==> src/rtl/phy_rst_pkg.sv <==
package phy_rst_pkg;

    typedef enum logic [1:0] {
        ST_HOLD,
        ST_BLACKOUT,
        ST_RUN,
        ST_SWRST
    } prs_state_e;

    typedef struct packed {
        logic aneg;
        logic speed;
        logic duplex;
    } strap_t;

    localparam int unsigned DATA_W       = 16;
    localparam int unsigned CTL_RST_BIT  = 15;
    localparam int unsigned CTL_SPD_BIT  = 13;
    localparam int unsigned CTL_ANEG_BIT = 12;
    localparam int unsigned CTL_PDN_BIT  = 11;
    localparam int unsigned CTL_DPX_BIT  = 8;

    localparam int unsigned ADDR_CTL   = 0;
    localparam int unsigned ADDR_STRAP = 1;

endpackage

==> src/rtl/prs_seq_fsm.sv <==
module prs_seq_fsm
    import phy_rst_pkg::*;
#(
    parameter int unsigned BLACKOUT_CYC = 250000,
    parameter int unsigned SWRST_CYC    = 64
) (
    input  logic       clk,
    input  logic       hw_rst_n,
    input  logic       wr_en,
    input  logic       wr_is_ctl,
    input  logic       wr_rst_bit,
    output prs_state_e state,
    output logic       wr_accept,
    output logic       swrst_start,
    output logic       ready,
    output logic       busy
);

    localparam int unsigned MAX_CYC = (BLACKOUT_CYC > SWRST_CYC) ? BLACKOUT_CYC : SWRST_CYC;
    localparam int unsigned CNT_W   = $clog2(MAX_CYC + 1);
    localparam logic [CNT_W-1:0] BLK_LAST = CNT_W'(BLACKOUT_CYC - 1);
    localparam logic [CNT_W-1:0] SWR_LAST = CNT_W'(SWRST_CYC - 1);

    prs_state_e       state_q, state_d;
    logic [CNT_W-1:0] cnt_q, cnt_d;
    logic             ctl_wr;

    assign ctl_wr = wr_en && wr_is_ctl;

    // next-state and counter
    always_comb begin
        state_d = state_q;
        cnt_d   = cnt_q;
        unique case (state_q)
            ST_HOLD: begin
                state_d = ST_BLACKOUT;
                cnt_d   = '0;
            end
            ST_BLACKOUT: begin
                if (cnt_q == BLK_LAST) begin
                    state_d = ST_RUN;
                    cnt_d   = '0;
                end else begin
                    cnt_d = cnt_q + 1'b1;
                end
            end
            ST_RUN: begin
                if (ctl_wr && wr_rst_bit) begin
                    state_d = ST_SWRST;
                    cnt_d   = '0;
                end
            end
            ST_SWRST: begin
                if (cnt_q == SWR_LAST) begin
                    state_d = ST_RUN;
                    cnt_d   = '0;
                end else begin
                    cnt_d = cnt_q + 1'b1;
                end
            end
            default: begin
                state_d = ST_HOLD;
                cnt_d   = '0;
            end
        endcase
    end

    // state register
    always_ff @(posedge clk) begin
        if (!hw_rst_n) begin
            state_q <= ST_HOLD;
            cnt_q   <= '0;
        end else begin
            state_q <= state_d;
            cnt_q   <= cnt_d;
        end
    end

    // outputs
    always_comb begin
        wr_accept   = 1'b0;
        swrst_start = 1'b0;
        ready       = 1'b0;
        busy        = 1'b0;
        unique case (state_q)
            ST_HOLD, ST_BLACKOUT: begin
                ready = 1'b0;
            end
            ST_RUN: begin
                ready       = 1'b1;
                wr_accept   = ctl_wr && !wr_rst_bit;
                swrst_start = ctl_wr && wr_rst_bit;
            end
            ST_SWRST: begin
                ready = 1'b1;
                busy  = 1'b1;
            end
            default: begin
                ready = 1'b0;
            end
        endcase
    end

    assign state = state_q;

endmodule

==> src/rtl/prs_strap_latch.sv <==
module prs_strap_latch
    import phy_rst_pkg::*;
(
    input  logic   clk,
    input  logic   hw_rst_n,
    input  strap_t straps,
    output strap_t shadow
);

    strap_t shadow_q;

    // tracks the pins only while reset is held; the last low cycle wins
    always_ff @(posedge clk) begin
        if (!hw_rst_n) begin
            shadow_q <= straps;
        end
    end

    assign shadow = shadow_q;

endmodule

==> src/rtl/prs_ctrl_regs.sv <==
module prs_ctrl_regs
    import phy_rst_pkg::*;
#(
    parameter int unsigned ADDR_W = 5
) (
    input  logic              clk,
    input  logic              hw_rst_n,
    input  strap_t            straps,
    input  strap_t            shadow,
    input  logic              wr_accept,
    input  logic              swrst_start,
    input  logic              ready,
    input  logic              busy,
    input  logic              rd_en,
    input  logic [ADDR_W-1:0] addr,
    input  logic [DATA_W-1:0] wdata,
    output logic [DATA_W-1:0] rdata,
    output strap_t            live,
    output logic              pdn
);

    strap_t            live_q;
    logic              pdn_q;
    logic [DATA_W-1:0] rd_mux;
    logic [DATA_W-1:0] rdata_q;

    always_ff @(posedge clk) begin
        if (!hw_rst_n) begin
            live_q <= straps;
            pdn_q  <= 1'b0;
        end else if (swrst_start) begin
            live_q <= shadow;
            pdn_q  <= 1'b0;
        end else if (wr_accept) begin
            live_q.aneg   <= wdata[CTL_ANEG_BIT];
            live_q.speed  <= wdata[CTL_SPD_BIT];
            live_q.duplex <= wdata[CTL_DPX_BIT];
            pdn_q         <= wdata[CTL_PDN_BIT];
        end
    end

    always_comb begin
        rd_mux = '0;
        if (addr == ADDR_W'(ADDR_CTL)) begin
            rd_mux[CTL_RST_BIT]  = busy;
            rd_mux[CTL_SPD_BIT]  = live_q.speed;
            rd_mux[CTL_ANEG_BIT] = live_q.aneg;
            rd_mux[CTL_PDN_BIT]  = pdn_q;
            rd_mux[CTL_DPX_BIT]  = live_q.duplex;
        end else if (addr == ADDR_W'(ADDR_STRAP)) begin
            rd_mux[0] = shadow.aneg;
            rd_mux[1] = shadow.speed;
            rd_mux[2] = shadow.duplex;
        end
    end

    always_ff @(posedge clk) begin
        if (!hw_rst_n) begin
            rdata_q <= '0;
        end else if (rd_en) begin
            rdata_q <= ready ? rd_mux : '0;
        end
    end

    assign rdata = rdata_q;
    assign live  = live_q;
    assign pdn   = pdn_q;

endmodule

==> src/rtl/phy_rst_strap_ctl.sv <==
module phy_rst_strap_ctl
    import phy_rst_pkg::*;
#(
    parameter int unsigned ADDR_W       = 5,
    parameter int unsigned BLACKOUT_CYC = 250000,
    parameter int unsigned SWRST_CYC    = 64
) (
    input  logic              clk,
    input  logic              hw_rst_n,
    input  logic              strap_aneg_i,
    input  logic              strap_speed_i,
    input  logic              strap_duplex_i,
    input  logic              reg_wr_en_i,
    input  logic              reg_rd_en_i,
    input  logic [ADDR_W-1:0] reg_addr_i,
    input  logic [15:0]       reg_wdata_i,
    output logic [15:0]       reg_rdata_o,
    output logic              regs_ready_o,
    output logic              sw_rst_busy_o,
    output logic              aneg_en_o,
    output logic              speed_sel_o,
    output logic              duplex_full_o,
    output logic              pwr_down_o
);

    prs_state_e state;
    strap_t     pins;
    strap_t     shadow;
    strap_t     live;
    logic       wr_accept;
    logic       swrst_start;
    logic       ready;
    logic       busy;
    logic       pdn;

    assign pins.aneg   = strap_aneg_i;
    assign pins.speed  = strap_speed_i;
    assign pins.duplex = strap_duplex_i;

    prs_seq_fsm #(
        .BLACKOUT_CYC (BLACKOUT_CYC),
        .SWRST_CYC    (SWRST_CYC)
    ) u_fsm (
        .clk         (clk),
        .hw_rst_n    (hw_rst_n),
        .wr_en       (reg_wr_en_i),
        .wr_is_ctl   (reg_addr_i == ADDR_W'(ADDR_CTL)),
        .wr_rst_bit  (reg_wdata_i[CTL_RST_BIT]),
        .state       (state),
        .wr_accept   (wr_accept),
        .swrst_start (swrst_start),
        .ready       (ready),
        .busy        (busy)
    );

    prs_strap_latch u_latch (
        .clk      (clk),
        .hw_rst_n (hw_rst_n),
        .straps   (pins),
        .shadow   (shadow)
    );

    prs_ctrl_regs #(
        .ADDR_W (ADDR_W)
    ) u_regs (
        .clk         (clk),
        .hw_rst_n    (hw_rst_n),
        .straps      (pins),
        .shadow      (shadow),
        .wr_accept   (wr_accept),
        .swrst_start (swrst_start),
        .ready       (ready),
        .busy        (busy),
        .rd_en       (reg_rd_en_i),
        .addr        (reg_addr_i),
        .wdata       (reg_wdata_i),
        .rdata       (reg_rdata_o),
        .live        (live),
        .pdn         (pdn)
    );

    assign regs_ready_o  = ready;
    assign sw_rst_busy_o = busy;
    assign aneg_en_o     = live.aneg;
    assign speed_sel_o   = live.speed;
    assign duplex_full_o = live.duplex;
    assign pwr_down_o    = pdn;

endmodule

==> config.mk <==
export PLATFORM = sky130hd
export DESIGN_NAME = phy_rst_strap_ctl
export DESIGN_NICKNAME = d
export VERILOG_FILES = /design/src/rtl/phy_rst_pkg.sv /design/src/rtl/prs_seq_fsm.sv /design/src/rtl/prs_strap_latch.sv /design/src/rtl/prs_ctrl_regs.sv /design/src/rtl/phy_rst_strap_ctl.sv
export SDC_FILE = /design/constraint.sdc
export NUM_CORES = 1
export LEC_CHECK = 0
export ABC_AREA = 1
export BUFFER_PORTS_ARGS = -buffer_cell sky130_fd_sc_hd__buf_2
export CORE_MARGIN = 1
export CORE_UTILIZATION = 56
export CTS_CLUSTER_SIZE = 20
export DETAILED_ROUTE_END_ITERATION = 10
export PLACE_DENSITY = 0.91
export SYNTH_ARGS = -nofsm -noshare
export SYNTH_HDL_FRONTEND = slang
export SYNTH_SLANG_ARGS = --single-unit
==> constraint.sdc <==
create_clock -name clk -period 2.55 [get_ports clk]
set_clock_uncertainty 0.05 [all_clocks]
set_input_delay 0.1275 -clock clk [delete_from_list [all_inputs] [get_ports clk]]
set_output_delay 0.1275 -clock clk [all_outputs]
set_load 0.02 [all_outputs]
# Word level (Yosys, flattened, before mapping)
# Cells that the tools add are included.
[op_classes] mux=21 bitwise=1 addsub=1 eq_ne=10 n_reduce_logical=10
[ops] operator="$pmux W18 S4" count=1
[ops] operator="$mux W18" count=3
[ops] operator="$add A18 B1 Y18 const B" count=1
[ops] operator="$eq A18 B18 Y1 const B" count=1
[ops] operator="$eq A18 B6 Y1 const B" count=1
[ops] operator="$mux W3" count=6
[ops] operator="$mux W16" count=1
[ops] operator="$pmux W2 S4" count=1
[ops] operator="$mux W2" count=3
[ops] operator="$ne A2 B1 Y1 const B" count=3
[ops] operator="$reduce_or A2 Y1" count=3
[ops] operator="$eq A5 B1 Y1 const B" count=1
[ops] operator="$logic_not A5 Y1" count=1
[ops] operator="$mux W1" count=5
[ops] operator="$eq A2 B2 Y1 const B" count=2
[ops] operator="$logic_and A1 B1 Y1" count=3
[ops] operator="$ne A3 B1 Y1 const B" count=1
[ops] operator="$reduce_and A3 Y1" count=1
[ops] operator="$eq A2 B1 Y1 const B" count=1
[ops] operator="$logic_not A2 Y1" count=1
[ops] operator="$pmux W1 S2" count=1
[ops] operator="$logic_not A1 Y1" count=1
[ops] operator="$not A1 Y1" count=1
[totals] inputBits=28 output_inout_bits=22 register_bits=43 wordCells=53

# Logic depth before layout (Yosys ltp)
# Gate-level depths: netlist (run 1).
[depth] ltp_word=7 mapped_depth=13 mapped_depth_nobuf=12

# Cells and area by module
# From an unflattened synthesis (run 1), not the netlist that was laid out.
[hier_totals] hier_cells=345 hier_area_um2=2337.2
[modules_own_cells] mod="prs_seq_fsm" area_per_inst_um2=1559.0 seq_area_each_um2=400.4 cells_per_inst=257 n_inst=1
[modules_own_cells] mod="prs_ctrl_regs" area_per_inst_um2=658.1 seq_area_each_um2=270.3 cells_per_inst=77 n_inst=1
[modules_own_cells] mod="prs_strap_latch" area_per_inst_um2=93.8 seq_area_each_um2=90.1 cells_per_inst=4 n_inst=1
[modules_own_cells] mod="phy_rst_strap_ctl" area_per_inst_um2=26.3 seq_area_each_um2=0.0 cells_per_inst=7 n_inst=1

# Worst setup path after synthesis (run 1)
# No wires, ideal clock.
[synth_timing] path_kind="register to register" start="register u_fsm.cnt_q[0]" end="register u_fsm.cnt_q[5]" arrival_ps=1367 setup_ps=109 path_slack_ps=1024 path_stages_with_launch=14 n_path_buf=1 period_less_slack_ps=1526 required_ps=2391 path_cell_list="dfxtp_1 -> ha_1 -> nand2_2 -> nor2_2 -> nand2_2 -> nor2_2 -> nand2_1 -> nand2_2 -> nand2_2 -> buf_6 -> nand2_2 -> nand2_1 -> nand2_1 -> inv_1"
[synth_between] elab_chain_cells=3 word_cells_on_any_way=6 cone_classes="add/sub: 1; eq/ne: 2; mux: 3"
[synth_rtl] item="start: declaration" line="prs_seq_fsm.sv:25" source="logic [CNT_W-1:0] cnt_q, cnt_d;"
[synth_rtl] item="start signal: assignment" line="prs_seq_fsm.sv:75" source="cnt_q <= cnt_d;"
[synth_rtl] item="$add A18 B1 Y18 (tied with other cells)" line="prs_seq_fsm.sv:44, prs_seq_fsm.sv:58"
[synth_rtl] item="$mux W18 (on tied branches)" line="prs_seq_fsm.sv:54, prs_seq_fsm.sv:40"
[synth_rtl] item="$pmux W18 S4 *" line="prs_seq_fsm.sv:34" source="unique case (state_q)"
# Every way passes the cells marked *; elsewhere a longest branch is shown, timed or not.
# A chain may end at the register's enable or synchronous reset.

# Worst setup path in the final report (run 1)
[layout_timing] start="register u_fsm.cnt_q[0]" end="register u_fsm.cnt_q[4]"
# The elaborated chain is that of the path after synthesis.

==> results of run 1 <==
## routing by layer
metal  GRT usage  vias up  wire [um]  part of all wire
met5           0        -          0                 0
met4       0.108        0         52             0.012
met3      0.0642        5        252             0.060
met2       0.356       51       1990              0.47
met1       0.309      865       1900              0.45
li1            -      998          -                 -
## power groups by stage
stage,Combinational (mW),Clock (mW),Sequential [mW]
after floorplan,0.135,0,0.614
after global routing,0.182,0.521,0.605
after global placement,0.156,0,0.614
after CTS,0.163,0.501,0.602
after detailed placement,0.160,0,0.615
final,0.164,0.493,0.602
## logic make-up after synthesis
| family | after synthesis | synth area share |
|---|---|---|
| flops | 35 | 0.377 |
| buf+inv | 55 | 0.127 |
| compound gates | 37 | 0.0949 |
| xor+xnor | 4 | 0.0174 |
| fa+ha+maj | 1 | 0.00620 |
| simple gates | 170 | 0.376 |
| other cells | 1 | 0.00186 |
## worst max path at each step
| stage | from | end | slack [ps] | depth (start not counted) |
|---|---|---|---|---|
| after floorplan | u_fsm.cnt_q[0] | u_fsm.cnt_q[5] | 1020 | 13 |
| after global placement | u_fsm.cnt_q[0] | u_fsm.cnt_q[3] | 890 | 10 |
| after detailed placement | u_fsm.cnt_q[0] | u_fsm.cnt_q[4] | 840 | 12 |
| after CTS | u_fsm.cnt_q[0] | u_fsm.cnt_q[3] | 830 | 12 |
| after global routing | u_fsm.cnt_q[0] | u_fsm.cnt_q[15] | 650 | 10 |
| final | u_fsm.cnt_q[0] | u_fsm.cnt_q[4] | 820 | 12 |
## worst reg2reg max path, cell delays in order, from the launching register on
cell and delay, ps:
dfxtp_1 420, ha_1 240, nand2_2 90, nor2_2 120, nand2_2 80, nor2_2 70
nand2_1 60, nand2_2 70, nand2_2 190, nand2_2 110, nand2_1 50, nand2_1 60
inv_1 30
## placed cells by master, fill, tap and decap left out, drive strengths merged, types with 3 or more instances in the layout
cell	n
nand4	6
clkbuf	6
buf	30
conb	8
nor2	39
edfxtp	6
nand3	29
xor2	3
dlygate4sd3	3
nand2	92
dfxtp	29
inv	37
o21ai	6
a21oi	30
## flip-flops by register name (all words and copies together), names as in the netlist
signal / flops
u_latch.shadow: 3
u_fsm.state: 2
u_fsm.cnt_q: 18
u_regs.live: 3
u_regs.rdata: 8
u_regs.pdn: 1
## final cells by class
cell class | instances | area [um2] | area share
Multi-Input combinational cell | 220 | 1030 | 0.453
Sequential cell | 35 | 761 | 0.336
Timing Repair Buffer | 33 | 180 | 0.0795
Inverter | 37 | 139 | 0.0613
Clock inverter | 2 | 60.1 | 0.0265
Tap cell | 46 | 57.6 | 0.0254
Clock buffer | 6 | 41.3 | 0.0182
==> qor.csv, run 1 <==
metric,value,unit
status,completed,
share of layout cells above drive strength 1,0.171,
Crit Path Class,flip-flop to flip-flop,
worst-skew pair later-pin latency,340,ps
Setup crit start kind,flip-flop,
Synth Flop Type,dfxtp_1,
placed inst area,2130,um2
Layout Nets,361,
CORE AREA,3390,um2
Worst path most repeated cell,nand2_2,
cts hold-fix bufs,3,
Starting Density,0.595,
Syn Inst Count,303,
Tot Pwr,1.26,mW
final hold viol count,0,
IO Pins,50,
TritonCTS Buffers,5,
GRT overflow,0,
vias in the first global route,1512,
Die ar.,3850,um2
HP Class,input pin to flip-flop,
Slew HR,0.441,
Comb pwr share,0.130,
Finish-stage setup viols,0,
Post-Route WL,4200,um
Crit. End Element,flip-flop,
post-CTS setup buffer count,0,
"Cell Count, Final, Fillers Out",379,
Yosys cell types,28,
placed cell count,368,
top cell type's share of synthesized area,0.288,
Crit path required time,2750,ps
leakage power total,1.02,nW
most frequent cells after synthesis,"nand2_1 (85), inv_1 (35), a21oi_1 (30), nor2_1 (30), dfxtp_1 (29)",
Detail Route Antenna Nets,0,
DRT Pass-1 Iters,4,
worst ir drop on vdd,474,uV
ant diodes,0,
H-tree depth,2,
most frequent cell after synthesis,nand2_1,
CTS tree,done,
global-route wire length before repair,6470,um
worst hold slack,27.4,ps
Seq cells post-synth,35,
DR WL/cell,11.1,um
die width,62.0,um
min-delay src,reg_wdata_i[11],
worst slew pin tran,837,ps
DR vias/cell,5.06,
largest net degree at the start of global routing,26,
fmax,580,MHz
root buffer cell,clkbuf_4,
max cap viols,0,
mapped cell area,2020,um2
"Clk pin slew, worst setup/hold paths",100,ps
Yosys top cell by area,dfxtp_1,
Seq pwr share,0.478,
RSZ-0062 raised after global routing,no,
"worst slack, placed",843,ps
Hold Path Sink,u_regs.pdn,
Int Pwr,0.935,mW
final instance area,2270,um2
Post-Route Setup TNS,0,ps
Clock Power Share,0.392,
"Largest delay share family, worst path",simple AND/OR/NAND/NOR gates,
worst hold stages,3,
Synth Area per Inst,6.66,um2
CP max FO,12,
final setup margin,825,ps
CTS sink cnt,35,
reg-to-reg endpoint,u_fsm.cnt_q[4],
row count,21,
CTS resizes,0,
initial DRC count,108,
Area Overhead vs Synth,12.3,%
Finished Core Util,0.669,
P_sw,0.324,mW
switching share of power,0.258,
Total Routing Usage GR,0.234,
CP peak stage delay,420,ps
Synthesis Warnings,0,
Cell Pwr Density,556,nW/um2
final slew viol count,0,
ranking of synthesized cells by area,"dfxtp_1 (29%), nand2_1 (16%), edfxtp_1 (8.9%)",
CP Data Arrival Time,1920,ps
worst-path cell chain,ha_1 > nand2_2 > nor2_2 > nand2_2 > nor2_2 > nand2_1 > nand2_2 > nand2_2 > nand2_2 > nand2_1 > nand2_1 > inv_1,
CP max-delay cell,dfxtp_1,
Register-to-Register Setup Slack,820,ps
sequential area share after synthesis,0.377,
Routability Congestion,0.899,
Reg2Reg Depth,12,
Fillers,285,
I/O Buffers,30,
DR DRC count,0,
RR Startpoint,u_fsm.cnt_q[0],
post-detail-place hpwl,2990,um
Die Y,62.0,um
total number of vias,1919,
fin crit share,0.677,
"EDFF count, synth",6,
Post-synth ARST share,0,
Final Critical Period,1730,ps
Critical path buffers and inverters,1,
deepest clock path buffer count,2,
initial antenna violation count,0,
Power figures use the tool's default switching activity.
==> run 2, diff against run 1 <==
--- a/config.mk
+++ b/config.mk
@@ -5,13 +5,13 @@
 export SDC_FILE = /design/constraint.sdc
 export NUM_CORES = 1
 export LEC_CHECK = 0
-export ABC_AREA = 1
+export ABC_AREA = 0
 export BUFFER_PORTS_ARGS = -buffer_cell sky130_fd_sc_hd__buf_2
 export CORE_MARGIN = 1
-export CORE_UTILIZATION = 56
+export CORE_UTILIZATION = 47
 export CTS_CLUSTER_SIZE = 20
 export DETAILED_ROUTE_END_ITERATION = 10
-export PLACE_DENSITY = 0.91
+export PLACE_DENSITY = 0.83
 export SYNTH_ARGS = -nofsm -noshare
 export SYNTH_HDL_FRONTEND = slang
 export SYNTH_SLANG_ARGS = --single-unit
==> constraint.sdc (replaced) <==
create_clock -name clk -period 1.5 [get_ports clk]
set_clock_uncertainty 0.05 [all_clocks]
set_input_delay 0.075 -clock clk [delete_from_list [all_inputs] [get_ports clk]]
set_output_delay 0.075 -clock clk [all_outputs]
set_load 0.02 [all_outputs]
==> run 2 against run 1 <==
- the run now ends with negative setup slack left
- setup slack lost 1200 ps
- critical path type unchanged
- via count shrank 0.94%
- synthesized area down 7.4%
- sequential power grew 68%
- largest cell class unchanged
- hold slack improved by 53 ps
- highest routed layer unchanged
- sequential cell count unchanged
- synthesized cell count fell by 32%
==> qor.csv, run 2 <==
metric,value,unit,change
mapped cell area,1870,um2,-7.4%
I/O Buffers,30,,unchanged
Die Y,65.0,um,+4.9%
fin crit share,1.25,,+0.569
"commonest non-fill, non-tap cell in the layout",buf_4,,
largest net degree at the start of global routing,17,,-35%
max cap viols,0,,unchanged
CTS tree,done,,
row count,22,,+4.8%
Post-Route WL,5670,um,+35%
Synth Flop Type,dfxtp_1,,
placed cell count,320,,-13%
GRT overflow,0,,unchanged
Crit Path Class,flip-flop to flip-flop,,
DR vias/cell,5.73,,+13%
CP Data Arrival Time,2000,ps,+80 ps
deepest clock path buffer count,2,,unchanged
Routability Congestion,0.858,,-4.6%
total number of vias,1901,,-0.94%
final setup margin,-368,ps,-1190 ps
placed inst area,2370,um2,+11%
Synthesis Warnings,0,,unchanged
Finish-stage setup viols,19,,+19
Yosys cell types,56,,+100%
"Clk pin slew, worst setup/hold paths",80,ps,-20 ps
global-route wire length before repair,8110,um,+26%
die width,65.0,um,+4.9%
leakage power total,1.18,nW,+16%
Cell Pwr Density,870,nW/um2,+56%
final hold viol count,0,,unchanged
Final Critical Period,1870,ps,+143 ps
final slew viol count,0,,unchanged
Crit path required time,1640,ps,-1110 ps
IO Pins,50,,unchanged
DRT Pass-1 Iters,4,,unchanged
worst-skew pair later-pin latency,300,ps,-40 ps
DR WL/cell,17.1,um,+54%
"EDFF count, synth",6,,unchanged
ant diodes,0,,unchanged
RSZ-0062 raised after global routing,yes,,
Area Overhead vs Synth,47.3,%,
Crit. End Element,flip-flop,,
final instance area,2750,um2,+21%
top cell type's share of synthesized area,0.311,,+0.0231
fmax,535,MHz,-7.6%
Finished Core Util,0.735,,+0.0664
Synth Area per Inst,9.07,um2,+36%
Top reg by flops,u_fsm.cnt_q,,
Yosys top cell by area,dfxtp_1,,
Fillers,266,,-6.7%
failing checks,negative setup slack,,
CP max FO,6,,-6
most frequent cell after synthesis,dfxtp_1,,
status,finished with violations,,
CORE AREA,3740,um2,+10%
share of layout cells above drive strength 1,0.454,,+0.283
"Cell Count, Final, Fillers Out",332,,-12%
Setup crit start kind,flip-flop,,
Post-synth ARST share,0,,unchanged
TritonCTS Buffers,5,,unchanged
CTS sink cnt,35,,unchanged
Total Routing Usage GR,0.260,,+0.0263
DR DRC count,0,,unchanged
worst ir drop on vdd,578,uV,+22%
sequential area share after synthesis,0.407,,+0.0303
HP Class,input pin to flip-flop,,
initial DRC count,188,,+74%
number of flip-flops in the largest register,18,,unchanged
vias in the first global route,1738,,+15%
Starting Density,0.499,,-0.0964
root buffer cell,clkbuf_8,,
Syn Inst Count,206,,-32%
Layout Nets,312,,-14%
Seq cells post-synth,35,,unchanged
most frequent cells in the layout,"buf_4 (37), buf_2 (30), nor2_1 (22), dfxtp_1 (18), nand2_1 (14)",,
post-detail-place hpwl,3450,um,+15%
most frequent cells after synthesis,"dfxtp_1 (29), nor2_1 (23), nand2_1 (16)",,
H-tree depth,2,,unchanged
Detail Route Antenna Nets,0,,unchanged
initial antenna violation count,0,,unchanged
ranking of synthesized cells by area,"dfxtp_1 (31%), edfxtp_1 (9.6%), nor2_1 (4.6%)",,
Die ar.,4230,um2,+10%
-- run 2: cell count changes in the layout (fill, tap and decap cells not counted), moves of 11 or more --
cell and delta:
nand3_1 -23, inv_1 -32, dfxtp_1 -11, nand2_1 -71
buf_4 +37, buf_6 +11, a21oi_1 -19
-- run 2: power by group --
group | switching (mW) | total [mW] | internal (mW) | leakage, nW
combinational | 0.191 | 0.347 | 0.156 | 0.819
sequential | 0.0267 | 1.01 | 0.984 | 0.298
clock | 0.370 | 1.03 | 0.665 | 0.0654
-- run 2: path summary, 6_finish.rpt --
path	startpoint	end	slack [ps]	cells after the start
setup / recovery	u_fsm.state[1]	u_fsm.cnt_q[4]	-370	6
hold / removal	reg_wdata_i[8]	u_regs.live[0]	80	3
setup reg to reg	u_fsm.state[1]	u_fsm.cnt_q[4]	-370	6
hold reg to reg	u_regs.live[2]	u_regs.rdata[12]	470	2
-- run 2: logic make-up after synthesis --
family,Yosys count,share of synthesized area
and+or+nand+nor,97,0.299
other,1,0.00201
AOI/OAI and AO/OA,41,0.162
buffers and inverters,21,0.0696
DFF,35,0.407
adders and majority gates,1,0.00670
muxes,5,0.0295
xor gates and xnor gates,5,0.0234
-- run 2: worst max-delay path: stages, from the launching register on --
cell      delay, ps
dfxtp_4         360
nor4bb_4        270
nand3_2         160
o31a_1          440
buf_6           180
a32oi_1         210
nor2_1           80
-- run 2: per-layer routing --
metal,GRT usage,part of all wire,up-vias
li1,-,-,894
met1,0.320,0.41,907
met2,0.436,0.49,81
met3,0.0511,0.062,19
met4,0.117,0.032,0
met5,0,0,-
-- run 2: area by class of cell --
| cell class | instances | area, um2 | share of cell area |
|---|---|---|---|
| clock inverter | 2 | 60.1 | 0.0218 |
| tap | 48 | 60.1 | 0.0218 |
| inverter | 3 | 11.3 | 0.00409 |
| multi-input combinational | 157 | 1190 | 0.432 |
| sequential | 35 | 777 | 0.282 |
| clock buffer | 6 | 72.6 | 0.0264 |
| timing repair buffer | 81 | 582 | 0.211 |
-- run 2: stage by stage --
step / setup TNS, ps / hold slack [ps] / worst slack, ps / total power [mW]
final: -5110 / 80.3 / -368 / 2.39
after floorplan: -2100 / 124 / -199 / 1.20
after CTS: -4730 / 94.5 / -299 / 2.33
after global placement: -4510 / 223 / -291 / 1.30
after detailed placement: -5270 / 225 / -358 / 1.31
after global routing: -6700 / 111 / -454 / 2.46
-- run 2: what timing repair did --
action	CTS	global route
resized for setup	27	22
buffers inserted	1	0
hold endpoints to repair	3	0
endpoints found under the setup margin	23	26
pin swaps	27	12
hold buffers	3	0
